===== config.mk =====
export PLATFORM = sky130hd
export DESIGN_NAME = flash_pe_ctrl
export DESIGN_NICKNAME = d
export VERILOG_FILES = /design/src/rtl/flash_pe_pkg.sv /design/src/rtl/flash_pe_regs.sv /design/src/rtl/flash_pe_idcheck.sv /design/src/rtl/flash_pe_ctrl.sv
export SDC_FILE = /design/constraint.sdc
export NUM_CORES = 1
export LEC_CHECK = 0
export BUFFER_PORTS_ARGS = -buffer_cell sky130_fd_sc_hd__buf_4
export CAP_MARGIN = 20
export CORE_ASPECT_RATIO = 2
export CORE_UTILIZATION = 50
export CTS_BUF_LIST = sky130_fd_sc_hd__clkbuf_8
export CTS_CLUSTER_DIAMETER = 30
export DETAILED_ROUTE_END_ITERATION = 6
export PLACE_DENSITY = 0.92
export RECOVER_POWER = 50
export SYNTH_ARGS = -nofsm -noshare
export SYNTH_HDL_FRONTEND = slang
export SYNTH_SLANG_ARGS = --single-unit

===== constraint.sdc =====
create_clock -name clk -period 5.6 [get_ports clk]
set_input_delay 1.12 -clock clk [delete_from_list [all_inputs] [get_ports clk]]
set_output_delay 1.12 -clock clk [all_outputs]
set_load 0.05 [all_outputs]

===== src/rtl/flash_pe_pkg.sv =====
package flash_pe_pkg;
  // register selects
  localparam int ADDR_CTRL = 0;
  localparam int ADDR_CMD  = 1;
  // control register bits
  localparam int B_ENTRY = 0;
  localparam int B_CLR   = 1;
  // command register bits
  localparam int B_PROG  = 0;
  localparam int B_ERASE = 1;
  localparam int B_ABORT = 2;
  // status register bits
  localparam int S_READY = 7;
  localparam int S_EERR  = 5;
  localparam int S_PERR  = 4;
  localparam int S_REJ   = 3;

  typedef enum logic {OP_PROG = 1'b0, OP_ERASE = 1'b1} op_e;
endpackage


===== src/rtl/flash_pe_regs.sv =====
module flash_pe_regs
  import flash_pe_pkg::*;
#(
  parameter int AW = 2,
  parameter int DW = 8
) (
  input  logic          clk,
  input  logic          rst,
  input  logic          reg_we,
  input  logic [AW-1:0] reg_addr,
  input  logic [DW-1:0] reg_wdata,
  input  logic          pe_enable,
  input  logic          seq_done,
  input  logic          seq_err,
  output logic          entry_o,
  output logic [DW-1:0] status_o,
  output logic          seq_start_o,
  output logic          seq_op_o,
  output logic          seq_abort_o
);
  logic busy_q, perr_q, eerr_q, rej_q;
  op_e  op_q;
  logic ctrl_wr, cmd_wr, want_leave, want_clr, ctrl_bad;
  logic start_req, start_ok, abort_req, abort_ok, cmd_bad;

  always_comb begin
    ctrl_wr    = reg_we && (reg_addr == AW'(ADDR_CTRL));
    cmd_wr     = reg_we && (reg_addr == AW'(ADDR_CMD));
    want_leave = ctrl_wr && entry_o && !reg_wdata[B_ENTRY];
    want_clr   = ctrl_wr && reg_wdata[B_CLR];
    ctrl_bad   = busy_q && (want_leave || want_clr);
    abort_req  = cmd_wr && reg_wdata[B_ABORT];
    start_req  = cmd_wr && !reg_wdata[B_ABORT] && (reg_wdata[B_PROG] || reg_wdata[B_ERASE]);
    start_ok   = start_req && entry_o && !busy_q && pe_enable;
    abort_ok   = abort_req && busy_q;
    cmd_bad    = (start_req && !start_ok) || (abort_req && !abort_ok);
  end

  always_ff @(posedge clk) begin
    if (rst) begin
      entry_o     <= 1'b0;
      busy_q      <= 1'b0;
      perr_q      <= 1'b0;
      eerr_q      <= 1'b0;
      rej_q       <= 1'b0;
      op_q        <= OP_PROG;
      seq_start_o <= 1'b0;
      seq_abort_o <= 1'b0;
    end else begin
      seq_start_o <= start_ok;
      seq_abort_o <= abort_ok;
      if (ctrl_wr && !ctrl_bad) begin
        entry_o <= reg_wdata[B_ENTRY];
        if (want_clr) begin
          perr_q <= 1'b0;
          eerr_q <= 1'b0;
          rej_q  <= 1'b0;
        end
      end
      if (start_ok) begin
        busy_q <= 1'b1;
        op_q   <= reg_wdata[B_ERASE] ? OP_ERASE : OP_PROG;
      end else if (busy_q && seq_done) begin
        busy_q <= 1'b0;
        if (seq_err) begin
          if (op_q == OP_ERASE) eerr_q <= 1'b1;
          else                  perr_q <= 1'b1;
        end
      end
      if (ctrl_bad || cmd_bad) rej_q <= 1'b1;
    end
  end

  always_comb begin
    status_o          = '0;
    status_o[S_READY] = !busy_q;
    status_o[S_EERR]  = eerr_q;
    status_o[S_PERR]  = perr_q;
    status_o[S_REJ]   = rej_q;
  end

  assign seq_op_o = op_q;
endmodule


===== src/rtl/flash_pe_idcheck.sv =====
module flash_pe_idcheck #(
  parameter int ID_BYTES = 12
) (
  input  logic                  clk,
  input  logic                  rst,
  input  logic [ID_BYTES*8-1:0] id_area_i,
  input  logic                  tool_valid_i,
  input  logic [7:0]            tool_byte_i,
  output logic                  grant_o,
  output logic                  locked_o
);
  localparam int CW = $clog2(ID_BYTES + 1);

  logic [CW-1:0]       idx_q;
  logic                done_q;
  logic [ID_BYTES-1:0] erased;
  logic                blank;
  logic [7:0]          ref_byte;

  for (genvar g = 0; g < ID_BYTES; g++) begin : g_erased
    assign erased[g] = &id_area_i[g*8 +: 8];
  end
  assign blank = &erased;

  always_comb begin
    ref_byte = '0;
    for (int k = 0; k < ID_BYTES; k++)
      if (idx_q == CW'(k)) ref_byte = id_area_i[k*8 +: 8];
  end

  always_ff @(posedge clk) begin
    if (rst) begin
      idx_q    <= '0;
      done_q   <= 1'b0;
      locked_o <= 1'b0;
      grant_o  <= 1'b0;
    end else begin
      grant_o <= blank || (done_q && !locked_o);
      if (tool_valid_i && !blank && !done_q && !locked_o) begin
        if (tool_byte_i != ref_byte) begin
          locked_o <= 1'b1;
        end else begin
          if (idx_q == CW'(ID_BYTES - 1)) done_q <= 1'b1;
          idx_q <= idx_q + 1'b1;
        end
      end
    end
  end
endmodule


===== src/rtl/flash_pe_ctrl.sv =====
module flash_pe_ctrl #(
  parameter int AW       = 2,
  parameter int DW       = 8,
  parameter int ID_BYTES = 12
) (
  input  logic                  clk,
  input  logic                  rst,
  input  logic                  reg_we,
  input  logic [AW-1:0]         reg_addr,
  input  logic [DW-1:0]         reg_wdata,
  input  logic                  fp_pin_i,
  input  logic                  jtag_mode_i,
  input  logic                  seq_done_i,
  input  logic                  seq_err_i,
  input  logic [ID_BYTES*8-1:0] id_area_i,
  input  logic                  tool_valid_i,
  input  logic [7:0]            tool_byte_i,
  output logic [DW-1:0]         status_o,
  output logic                  entry_o,
  output logic                  seq_start_o,
  output logic                  seq_op_o,
  output logic                  seq_abort_o,
  output logic                  tool_grant_o,
  output logic                  tool_locked_o
);
  logic pe_enable;

  // debug-port programming drives the enable internally
  assign pe_enable = jtag_mode_i | fp_pin_i;

  flash_pe_regs #(.AW(AW), .DW(DW)) u_regs (
    .clk         (clk),
    .rst         (rst),
    .reg_we      (reg_we),
    .reg_addr    (reg_addr),
    .reg_wdata   (reg_wdata),
    .pe_enable   (pe_enable),
    .seq_done    (seq_done_i),
    .seq_err     (seq_err_i),
    .entry_o     (entry_o),
    .status_o    (status_o),
    .seq_start_o (seq_start_o),
    .seq_op_o    (seq_op_o),
    .seq_abort_o (seq_abort_o)
  );

  flash_pe_idcheck #(.ID_BYTES(ID_BYTES)) u_id (
    .clk          (clk),
    .rst          (rst),
    .id_area_i    (id_area_i),
    .tool_valid_i (tool_valid_i),
    .tool_byte_i  (tool_byte_i),
    .grant_o      (tool_grant_o),
    .locked_o     (tool_locked_o)
  );
endmodule


---- After elaboration in Yosys (flattened, before gate mapping) ----
Index checks and enable logic that the tools add are counted.
storage, ports and cells
  logic and storage cells ................. 103
  flip-flop bits (word level) ............. 15
  output and inout bits ................... 14
cells by class
  eq/ne operators ......................... 13
  multiplexer cells ....................... 30
  add/subtract/negate cells ............... 1
  bitwise operators ....................... 2
  reduce and logical (&&, ||, !) cells .... 45
operators by type and width
  operator             count
  $mux 8               12
  $reduce_and 96->1    1
  $logic_and 1x1->1    21
  $mux 1               18
  $eq 4x3->1 const B   4
  $eq 4x4->1 const B   4
  $logic_not 1->1      9
  $eq 4x2->1 const B   2
  $ne 8x8->1           1
  $reduce_and 2->1     3
  $reduce_bool 2->1    3
  $logic_or 1x1->1     5
  $add 4x1->4 const B  1
  $eq 4x1->1 const B   1
  $logic_not 4->1      1
  $reduce_and 3->1     1
  $eq 2x1->1 const B   1
  $logic_not 2->1      1
  $not 1->1            1
  $or 1x1->1           1

---- Longest topological paths before layout ----
  depth after elaboration ................. 16
  depth in mapped cells ................... 13
  depth with buffers taken out ............ 10

---- Cells and area by module ----
A second synthesis with hierarchy kept.
second synthesis, totals
  cell total of the unflattened synthesis .. 364
  area total of the unflattened synthesis .. 2502.4 sq um
by module, submodules not included
  module            seq. area each (sq um)  area each (sq um)  times used  cells an instance
  flash_pe_idcheck  140.1                   2069.5             1           312
  flash_pe_regs     160.2                   426.7              1           51
  flash_pe_ctrl     0.0                     6.3                1           1

---- Least setup slack after synthesis ----
No wires, ideal clock.
  path kind ............................... input to register
  from .................................... input id_area_i[8]
  to ...................................... register u_id.idx_q[2]
  path buffers ............................ 0
  required time ........................... 5477 ps
  stages .................................. 8
  data arrival time ....................... 2839 ps
  slack ................................... 2638 ps
  cells stage by stage .................... a21oi_1 -> a221oi_4 -> a2111oi_2 -> a2111oi_2 -> xnor2_1 -> o2111ai_2 -> nor4_1 -> mux2_1
between the ends
  longest elaborated chain between the ends .. 14
RTL lines
  what                                 line                    source
  from (decl)                          flash_pe_ctrl.sv:15     input logic [ID_BYTES*8-1:0] id_area_i,
  $mux 8 (11 in series)                flash_pe_idcheck.sv:28  if (idx_q == CW'(k)) ref_byte = id_area_i[k*8 +: 8];
  $ne 8x8->1                           flash_pe_idcheck.sv:40  if (tool_byte_i != ref_byte) begin
  $not 1->1 (no source line)           n/a
  $reduce_and 2->1 (no source line) *  n/a
  to (signal assigned)                 flash_pe_idcheck.sv:44  idx_q <= idx_q + 1'b1;
  to (decl)                            flash_pe_idcheck.sv:14  logic [CW-1:0] idx_q;
Every way passes the cells marked *; elsewhere a longest branch is shown, timed or not.
A chain may end at the register's enable or synchronous reset.

---- Worst setup path after layout ----
  from .................................... register u_id.idx_q[0]
  to ...................................... register u_id.idx_q[2]
between the ends
  longest elaborated chain between the ends .. 16
RTL lines
  what                               line
  $logic_not 4->1                    flash_pe_idcheck.sv:28
  $mux 8 (12 in series)              flash_pe_idcheck.sv:28
  $ne 8x8->1                         flash_pe_idcheck.sv:40
  $not 1->1 (no source line)         n/a
  $reduce_and 2->1 (no source line)  n/a
Parallel ways exist; a longest one is shown, timed or not.

==> summary.txt <==
PostCTS Resize Cnt - 0
Total GRT Usage - 0.3769
Clock root cell - clkbuf_8
Initial antenna violation count - 0
DRT iter0 DRCs - 184
Hold buffer count at CTS - 0
GP Congestion - 1.007
Worst vdd ir - 0.0001515 V
CP startpoint - u_id.idx_q[0]
Min-delay src - u_regs.eerr_q
Crit-path slowest cell - ha_1
H-tree levels - 1
Clock Path Buffers - 2
# clock sinks - 15
Largest area contributor in the netlist - dfxtp_1
Cts bufs inserted - 3
Die area - 5263 um^2
Post-DP HPWL - 7.732 mm
Drc violations - 0
Setup violations, final - 0
Number of max-cap violations - 0
Crit path kind - reg -> reg
Setup crit start kind - register
Routed wl met2 - 5.172 mm
Unique masters post-synth - 63
Cell Count, Final, Fillers Out - 509
Slew @ Worst Pin - 0.8895 ns
Slew HR - 0.4070
Commonest non-fill, non-tap cell in the layout - buf_4
GRT Residual Overflow - 0
Clock Latency Late Sink - 0.26 ns
Fin Setup TNS - 0 ns
Status - finished clean
Clock-pin slew of the registers on the worst-case setup and hold paths - 0.06 ns
Die width - 51.80 um
Largest stage delay, worst path - 0.75 ns
Post-synthesis async set-or-reset flop share - 0
Layout cells sized above 1 - 0.3150
PD cells - 101.7 nW/um^2
First-pass GRT wire length - 15.04 mm
EDFF count, synth - 0
Die height - 101.6 um
1st-pass router iterations - 5
Post-CTS Setup Bufs - 0
Detailed Route WL - 9.801 mm
Yosys top cell area share - 0.1211
Vias - 3,454
P_leak - 1.327 nW
Clk_skew - 0.003239 ns
Final Hold Viols - 0
I/O pins - 136
Cells after DPL - 505
RSZ-0062 raised after global routing - no
Ranking of synthesized cells by area - dfxtp_1 12%, a21oi_1 8.3%, nand4_1 6.6%
Ys flop type - dfxtp_1
Nets - 581
Met3 Wirelength - 917 um
Post-DR vias/cell - 6.786
Met1 WL - 3.134 mm
Area grow syn2layout - 34.96%
Port bufs - 126
Critical R2R Launch - u_id.idx_q[0]
CP max FO - 23
Fin crit period - 3.831 ns
Seq/Total Area, Yosys - 0.1211
Flops & latches, synth - 15
Arrival @ worst endpoint - 3.97 ns
Cell area after synthesis - 2480 um^2
Worst hold path type - reg -> reg
Post-DR wirelength/cell - 19.26 um
Final ANT Viol Nets - 0
Number of antenna repair diodes - 0
Slew Viols, Final - 0
Most frequent cells in the layout - 122 x buf_4, 41 x a21oi_1, 28 x nor2_1
Yosys warning total - 0
Row cnt - 35
Initial core utilization - 0.5292
Period utilization - 0.6842
Vias in the first global route - 3,309
Largest net degree at the start of global routing - 37
Cells after Synth - 348
Syn_area_per_cell - 7.126 um^2
FMAX - 261.0 MHz
Core Footprint - 4686 um^2
Worst Path Required - 5.74 ns
Worst path cell trace - inv_1 > ha_1 > nor2b_1 > a221oi_1 > nor3_1 > o211ai_1 > xor2_1 > o2111ai_2 > nor4_1 > mux2_1
CTS tree - done
Max layer used - met4
Crit end category - register
-- critical path: cells and delay by family (launching register included) --
kind                     cells  cell delay (ns)
buffers and inverters        1             0.12
AND/OR/NAND/NOR              3             1.23
XOR/XNOR                     1             0.23
flip-flops                   1             0.35
multiplexers                 1             0.37
adder cells (fa/ha/maj)      1             0.75
AO/OA/AOI/OAI                3             0.64
-- flip-flops by register name, summed over array words and instances (netlist names) --
signal,cells
u_id.grant_o,1
u_id.idx_q,4
u_regs.seq_start_o,1
u_regs.rej_q,1
u_regs.busy_q,1
u_id.locked_o,1
u_id.done_q,1
u_regs.eerr_q,1
u_regs.entry_o,1
u_regs.seq_op_o,1
u_regs.perr_q,1
u_regs.seq_abort_o,1
-- layer usage --
| metal | global-route usage | vias up |
|---|---|---|
| met4 | 0.2349 | 0 |
| met2 | 0.6903 | 266 |
| met3 | 0.05556 | 65 |
| li1 | - | 1545 |
| met5 | 0 | - |
| met1 | 0.3812 | 1578 |
-- cell families (layout without fill, tap and decap cells) --
| group | Yosys count | count (layout) | share of synthesized area |
|---|---|---|---|
| AND/OR/NAND/NOR | 138 | 138 | 0.3073 |
| AO/OA/AOI/OAI | 117 | 117 | 0.3517 |
| buffers and inverters | 52 | 155 | 0.1155 |
| flip-flops | 15 | 15 | 0.1211 |
| XOR/XNOR | 12 | 12 | 0.04238 |
| multiplexers | 9 | 9 | 0.04036 |
| adder cells (fa/ha/maj) | 4 | 4 | 0.02018 |
| other | 1 | 4 | 0.001512 |
-- through the flow --
step	utilization	hold slack, ns	cell area, um^2	total power, mW	setup slack [ns]
6_report	0.7143	0.4639	3347	0.3402	1.769
4_1_cts	0.7199	0.4700	3373	0.3390	1.938
2_1_floorplan	-	0.4367	2491	0.1651	2.638
3_3_place_gp	0.7103	0.4497	3328	0.2507	2.036
3_5_place_dp	0.7103	0.4621	3328	0.2526	1.963
5_1_grt	0.7143	0.5023	3347	0.3527	1.728
-- final cells by class --
| class | count | area (um^2) |
|---|---|---|
| clock buffer | 3 | 41.29 |
| fill | 390 | 1339 |
| tap | 55 | 68.82 |
| multi-input combinational | 284 | 1904 |
| clock inverter | 1 | 3.754 |
| timing repair buffer | 130 | 949.7 |
| inverter | 21 | 78.83 |
| sequential | 15 | 300.3 |
-- synthesized netlist by cell type, types with 3 or more instances --
library cell / count
nor4_1: 9
a21oi_1: 41
nor2b_1: 13
inv_1: 20
mux2i_1: 4
buf_4: 15
ha_1: 4
buf_2: 10
dfxtp_1: 15
xnor2_1: 7
nand3_1: 7
a221oi_1: 11
o21ai_0: 3
nand2b_1: 8
nand3b_1: 11
xor2_1: 5
o22ai_1: 7
mux2_1: 3
nand2_1: 19
nand4_1: 26
nor3_1: 7
o22a_1: 3
o221ai_1: 5
buf_6: 3
a31oi_1: 3
a221o_1: 3
nor2_1: 28
a211oi_1: 13
-- where the power goes --
part	internal, mW	leakage [nW]	switching [mW]	total, mW
sequential	0.108	0.121	0.000894	0.109
clock	0.0487	0.0269	0.0385	0.0872
combinational	0.0770	1.18	0.0672	0.144
total	0.234	1.33	0.106	0.340
-- worst paths after layout --
| kind | endpoint | slack, ns | cells past startpoint |
|---|---|---|---|
| worst max-delay path | u_id.idx_q[2] | 1.77 | 10 |
| worst min-delay path | u_regs.eerr_q | 0.46 | 2 |
| worst max register to register | u_id.idx_q[2] | 1.77 | 10 |
| worst min register to register | u_regs.eerr_q | 0.46 | 2 |
Note: power is estimated with default switching activity, not from simulation.
